==> src/rtl/gpio_port_pkg.sv <==
package gpio_port_pkg;
  localparam int unsigned ADDR_W = 2;
  localparam int unsigned NREG   = 3;
  typedef enum logic [ADDR_W-1:0] {
    SEL_LATCH = 2'd0,
    SEL_DIR   = 2'd1,
    SEL_ODE   = 2'd2,
    SEL_NONE  = 2'd3
  } reg_sel_e;
endpackage

==> src/rtl/gpio_regs.sv <==
module gpio_regs
  import gpio_port_pkg::*;
#(
  parameter int unsigned WIDTH = 8
) (
  input  logic              clk,
  input  logic              rst_n,
  input  logic              clr,
  input  logic              wr_en,
  input  logic [ADDR_W-1:0] addr,
  input  logic [WIDTH-1:0]  wdata,
  output logic [WIDTH-1:0]  latch_q,
  output logic [WIDTH-1:0]  dir_q,
  output logic [WIDTH-1:0]  ode_q
);
  logic [WIDTH-1:0] reg_q [NREG];
  logic [WIDTH-1:0] reg_d [NREG];
  logic [NREG-1:0]  reg_en;

  for (genvar g = 0; g < NREG; g++) begin : g_reg
    // write enable decoded from address; clear takes priority
    always_comb begin
      reg_en[g] = clr | (wr_en & (addr == ADDR_W'(g)));
      reg_d[g]  = clr ? '0 : wdata;
    end

    always_ff @(posedge clk or negedge rst_n) begin
      if (!rst_n) begin
        reg_q[g] <= '0;
      end else if (reg_en[g]) begin
        reg_q[g] <= reg_d[g];
      end
    end
  end

  assign latch_q = reg_q[int'(SEL_LATCH)];
  assign dir_q   = reg_q[int'(SEL_DIR)];
  assign ode_q   = reg_q[int'(SEL_ODE)];
endmodule

==> src/rtl/gpio_sync.sv <==
module gpio_sync #(
  parameter int unsigned WIDTH  = 8,
  parameter int unsigned STAGES = 2
) (
  input  logic             clk,
  input  logic             rst_n,
  input  logic [WIDTH-1:0] d,
  output logic [WIDTH-1:0] q
);
  logic [WIDTH-1:0] stage_q [STAGES];
  logic [WIDTH-1:0] stage_d [STAGES];

  for (genvar s = 0; s < STAGES; s++) begin : g_stage
    if (s == 0) begin : g_first
      assign stage_d[s] = d;
    end else begin : g_next
      assign stage_d[s] = stage_q[s-1];
    end

    always_ff @(posedge clk or negedge rst_n) begin
      if (!rst_n) begin
        stage_q[s] <= '0;
      end else begin
        stage_q[s] <= stage_d[s];
      end
    end
  end

  assign q = stage_q[STAGES-1];
endmodule

==> src/rtl/gpio_drive.sv <==
module gpio_drive #(
  parameter int unsigned WIDTH = 8
) (
  input  logic [WIDTH-1:0] latch_q,
  input  logic [WIDTH-1:0] dir_q,
  input  logic [WIDTH-1:0] ode_q,
  input  logic             force_off,
  output logic [WIDTH-1:0] pad_oe,
  output logic [WIDTH-1:0] pad_out
);
  for (genvar b = 0; b < WIDTH; b++) begin : g_bit
    logic drive_en;
    logic drive_val;

    always_comb begin
      drive_en  = 1'b0;
      drive_val = latch_q[b];
      if (dir_q[b]) begin
        if (ode_q[b]) begin
          // open-drain: only pull low
          drive_en  = ~latch_q[b];
          drive_val = 1'b0;
        end else begin
          drive_en  = 1'b1;
          drive_val = latch_q[b];
        end
      end
    end

    assign pad_oe[b]  = drive_en & ~force_off;
    assign pad_out[b] = drive_val;
  end
endmodule

==> src/rtl/gpio_rdmux.sv <==
module gpio_rdmux
  import gpio_port_pkg::*;
#(
  parameter int unsigned WIDTH = 8
) (
  input  logic [ADDR_W-1:0] addr,
  input  logic [WIDTH-1:0]  latch_q,
  input  logic [WIDTH-1:0]  dir_q,
  input  logic [WIDTH-1:0]  ode_q,
  input  logic [WIDTH-1:0]  pin_s,
  output logic [WIDTH-1:0]  rdata
);
  logic [WIDTH-1:0] data_view;

  for (genvar b = 0; b < WIDTH; b++) begin : g_bit
    assign data_view[b] = (dir_q[b] & ~ode_q[b]) ? latch_q[b] : pin_s[b];
  end

  always_comb begin
    unique case (reg_sel_e'(addr))
      SEL_LATCH: rdata = data_view;
      SEL_DIR:   rdata = dir_q;
      SEL_ODE:   rdata = ode_q;
      default:   rdata = '0;
    endcase
  end
endmodule

==> src/rtl/gpio_port.sv <==
module gpio_port
  import gpio_port_pkg::*;
#(
  parameter int unsigned WIDTH       = 8,
  parameter int unsigned SYNC_STAGES = 2
) (
  input  logic              clk,
  input  logic              rst_n,
  input  logic              clkfail_rst,
  input  logic              glb_oe,
  input  logic              stop,
  input  logic              stop_tri,
  input  logic              wr_en,
  input  logic [ADDR_W-1:0] addr,
  input  logic [WIDTH-1:0]  wdata,
  output logic [WIDTH-1:0]  rdata,
  input  logic [WIDTH-1:0]  pad_in,
  output logic [WIDTH-1:0]  pad_oe,
  output logic [WIDTH-1:0]  pad_out
);
  logic [WIDTH-1:0] reg_latch;
  logic [WIDTH-1:0] reg_dir;
  logic [WIDTH-1:0] reg_ode;
  logic [WIDTH-1:0] pin_s;
  logic             force_off;

  assign force_off = clkfail_rst | ~glb_oe | (stop & stop_tri);

  gpio_regs #(.WIDTH(WIDTH)) i_regs (
    .clk     (clk),
    .rst_n   (rst_n),
    .clr     (clkfail_rst),
    .wr_en   (wr_en),
    .addr    (addr),
    .wdata   (wdata),
    .latch_q (reg_latch),
    .dir_q   (reg_dir),
    .ode_q   (reg_ode)
  );

  gpio_sync #(.WIDTH(WIDTH), .STAGES(SYNC_STAGES)) i_sync (
    .clk   (clk),
    .rst_n (rst_n),
    .d     (pad_in),
    .q     (pin_s)
  );

  gpio_drive #(.WIDTH(WIDTH)) i_drive (
    .latch_q   (reg_latch),
    .dir_q     (reg_dir),
    .ode_q     (reg_ode),
    .force_off (force_off),
    .pad_oe    (pad_oe),
    .pad_out   (pad_out)
  );

  gpio_rdmux #(.WIDTH(WIDTH)) i_rdmux (
    .addr    (addr),
    .latch_q (reg_latch),
    .dir_q   (reg_dir),
    .ode_q   (reg_ode),
    .pin_s   (pin_s),
    .rdata   (rdata)
  );
endmodule

==> config.mk <==
export PLATFORM = sky130hd
export DESIGN_NAME = gpio_port
export DESIGN_NICKNAME = d
export VERILOG_FILES = /design/src/rtl/gpio_port_pkg.sv /design/src/rtl/gpio_regs.sv /design/src/rtl/gpio_sync.sv /design/src/rtl/gpio_drive.sv /design/src/rtl/gpio_rdmux.sv /design/src/rtl/gpio_port.sv
export SDC_FILE = /design/constraint.sdc
export NUM_CORES = 1
export LEC_CHECK = 0
export ABC_AREA = 0
export BUFFER_PORTS_ARGS = -buffer_cell sky130_fd_sc_hd__buf_2
export CAP_MARGIN = 20
export CORE_UTILIZATION = 51
export DETAILED_ROUTE_END_ITERATION = 10
export PLACE_DENSITY = 0.74
export SLEW_MARGIN = 20
export SYNTH_ARGS = -nofsm -noshare
export SYNTH_HDL_FRONTEND = slang
export SYNTH_SLANG_ARGS = --single-unit
export TNS_END_PERCENT = 100
==> constraint.sdc <==
create_clock -name clk -period 1.5 [get_ports clk]
set_input_delay 0.225 -clock clk [delete_from_list [all_inputs] [get_ports clk]]
set_output_delay 0.225 -clock clk [all_outputs]
set_load 0.1 [all_outputs]
==> flow_summary.ini <==
[status]
outcome = finished with violations
violations = setup timing

[global_routing]
grt_util_all_layers = 0.284
grt_pass1_vias = 1631
grt_max_degree = 27
overflow = 0
antenna_found_initial = 0
grt_pass1_wl_um = 8260

[floorplan]
die_area_um2 = 4010
fp.coreArea_um2 = 3470
initial_core_util = 0.553
num_io_pins = 49
die_y_um = 63.3
die_width_um = 63.3
num_rows = 21

[logic_synthesis]
ys_top_cells_by_area = dfrtp_1, mux2i_1, nor2_1, buf_4, o32ai_1
netlist_area_um2 = 1920
synth.avg_cell_area_um2 = 10.4
synth-warning-count = 0
yosysTopAreaCellShare = 0.522
syn_nets = 209
yosysSeqAreaShare = 0.522
ys_types = 18
netlist_instances = 184
synth_top_cell_by_area = dfrtp_1
ys_ff_latch = 40

[place]
hpwl_um = 3420
portBuffers = 48
place_inst = 277
gp_congestion = 0.792

[power_and_ir_drop]
internal_power_w = 0.00175
p_leak_nw = 1.39
p_comb_frac = 0.255
netSwitchingPower_w = 0.000780
vdd_drop_max_v = 0.000799
switching_share = 0.309
powerDensity_nw_per_um2 = 830
pwr-share-clk = 0.287
power.share.sequential = 0.459

[final_layout]
layout.nets = 274
num-fill-cells = 165
diodes = 0
stdcell_count = 296
area_delta_synth_final_pct = 58.9
drive_gt1_frac = 0.496

[worst_setup_path]
worstSetupStartpointType = flop
cp.arrival_ns = 1.43
cp_slowest_cell = dfrtp_2
path_cells = inv_1, a21oi_2, o32ai_4, buf_12
path_class = reg -> out
slowest_delay_ns = 0.44
cp_num_buf_inv = 2
worst_setup_path_end_kind = output pin
crit_path_max_fanout = 4
worst_ep_required_time_ns = 1.27
critical-path-top-delay-family = flip-flops

[sta]
final_hold_viol_count = 0
worst_slack_ns = -0.150
finalSetupViolations = 11
max_freq_mhz = 606
slew_violations = 0
rsz0062_at_grt = yes
post-route-period-util = 1.10
final.setup_skew_ns = 0.000963
whs_ns = 0.0325
tightest_slew_ns = 0.494
finalCriticalPeriod_ns = 1.65
slew_headroom = 0.671

[clock_tree]
cts_root_buf = clkbuf_8
htreeDepth = 2
cts.path.max_buffers = 2
cts.sinks = 40
clk_latency_ns = 0.29
clkTransAtPathRegs_ns = 0.07
tritoncts = done
cts_made_buffers = 5

[min_path]
hold_path_class = in -> reg

[drt]
finalWirelength_um = 5500
via_per_inst = 5.72
wl_per_cell_um = 18.6
num_vias = 1692
ant_nets = 0
drtIter0Drc = 88
drc = 0
dr.pass1.iters = 4

[run]
maxCapViolations = 0
-- sequential cells by signal, indices dropped and copies added (netlist names) --
register	count
i_sync.q	8
i_regs.dir_q	8
i_sync.stage_d	8
i_regs.latch_q	8
i_regs.ode_q	8
-- per-stage QoR --
stage | util | area (um2) | setup WS, ns | power, W | setup TNS, ns
floorplan | - | 2130 | -0.0914 | 0.00156 | -0.551
global placement | 0.800 | 2780 | -0.00654 | 0.00175 | -0.00654
detailed placement | 0.800 | 2780 | -0.116 | 0.00177 | -0.659
CTS | 0.848 | 2940 | -0.146 | 0.00251 | -1.08
global route | 0.878 | 3050 | -0.197 | 0.00261 | -1.57
finish | 0.878 | 3050 | -0.150 | 0.00253 | -0.973
-- cells by family (layout without fill, tap and decap cells) --
group                  Yosys count  count (layout)  synth area share
flip-flops                      40              40             0.522
AND/OR/NAND/NOR                 43              43             0.103
AO/OA/AOI/OAI                   41              41             0.148
buffers and inverters           36             102             0.102
multiplexers                    24              24             0.125
-- area by class of cell --
type	count	area (um2)	share of cell area
multi-input cells	108	968	0.318
clock buffers	8	90.1	0.0296
flip-flops and latches	40	1010	0.330
inverters	17	63.8	0.0210
well taps	46	57.6	0.0189
repair buffers	77	860	0.282
-- power groups by stage --
| stage | Sequential [W] | Clock [W] | Combinational [W] |
|---|---|---|---|
| finish | 0.00116 | 0.000725 | 0.000644 |
| global route | 0.00116 | 0.000782 | 0.000669 |
| CTS | 0.00115 | 0.000730 | 0.000621 |
| detailed placement | 0.00117 | 0 | 0.000599 |
| global placement | 0.00117 | 0 | 0.000581 |
| floorplan | 0.00116 | 0 | 0.000395 |
-- synth_stat cells --
master and count:
a211oi_2 1, a21boi_0 8, a21oi_1 8, and3_1 8, buf_2 3, buf_4 11
buf_6 2, clkbuf_1 3, dfrtp_1 40, inv_1 17, mux2i_1 24, nand2_1 8
nand3b_1 2, nor2_1 24, nor3b_2 1, o21ai_0 8, o21bai_1 8, o32ai_1 8
-- timing repair --
| item | in CTS | in global routing |
|---|---|---|
| endpoints found under the setup margin | 16 | 15 |
| hold buffers | 1 | 0 |
| gates cloned | 0 | 0 |
| pin swaps | 8 | 7 |
| endpoints found under the hold margin | 19 | 0 |
| buffers inserted | 5 | 5 |
| resized for setup | 23 | 24 |
-- path summary, 6_finish.rpt --
check | slack [ns] | end | depth (start not counted) | start
setup / recovery | -0.15 | rdata[1] | 4 | i_regs.ode_q[1]$_DFFE_PN0P_
hold / removal | 0.03 | i_sync.stage_d[6]$_DFF_PN0_ | 1 | pad_in[6]
setup reg to reg | 0.52 | i_regs.dir_q[3]$_DFFE_PN0P_ | 3 | i_regs.dir_q[3]$_DFFE_PN0P_
hold reg to reg | 0.35 | i_sync.q[6]$_DFF_PN0_ | 0 | i_sync.stage_d[6]$_DFF_PN0_
max in group asynchronous | 0.58 | i_regs.dir_q[5]$_DFFE_PN0P_ | 3 | rst_n
min in group asynchronous | 0.43 | i_sync.stage_d[1]$_DFF_PN0_ | 2 | rst_n
-- per-layer routing --
metal	vias up	GRT usage	routed length [um]
li1	745	-	-
met5	-	0	0
met1	853	0.348	2220
met4	0	0.131	179
met2	76	0.461	2790
met3	18	0.0815	317
-- layout by cell type (no fill, tap or decap), types with 3 or more instances in the layout --
cell type / instances
buf_2: 23
nor2_1: 24
dfrtp_2: 4
and3_2: 4
o21ai_2: 4
a21boi_1: 5
o21bai_1: 7
o32ai_4: 8
buf_12: 26
inv_2: 4
and3_4: 4
dfrtp_1: 36
a21oi_2: 5
buf_4: 23
o21ai_1: 4
nand2_1: 6
inv_1: 13
clkbuf_8: 6
mux2i_1: 24
buf_6: 3
-- worst register-to-register path, stage by stage (launching register included) --
cell     delay [ns]
dfrtp_1        0.43
buf_4          0.16
mux2i_1        0.16
nor2_1         0.10
No activity file was read; power rests on OpenSTA's default activity.
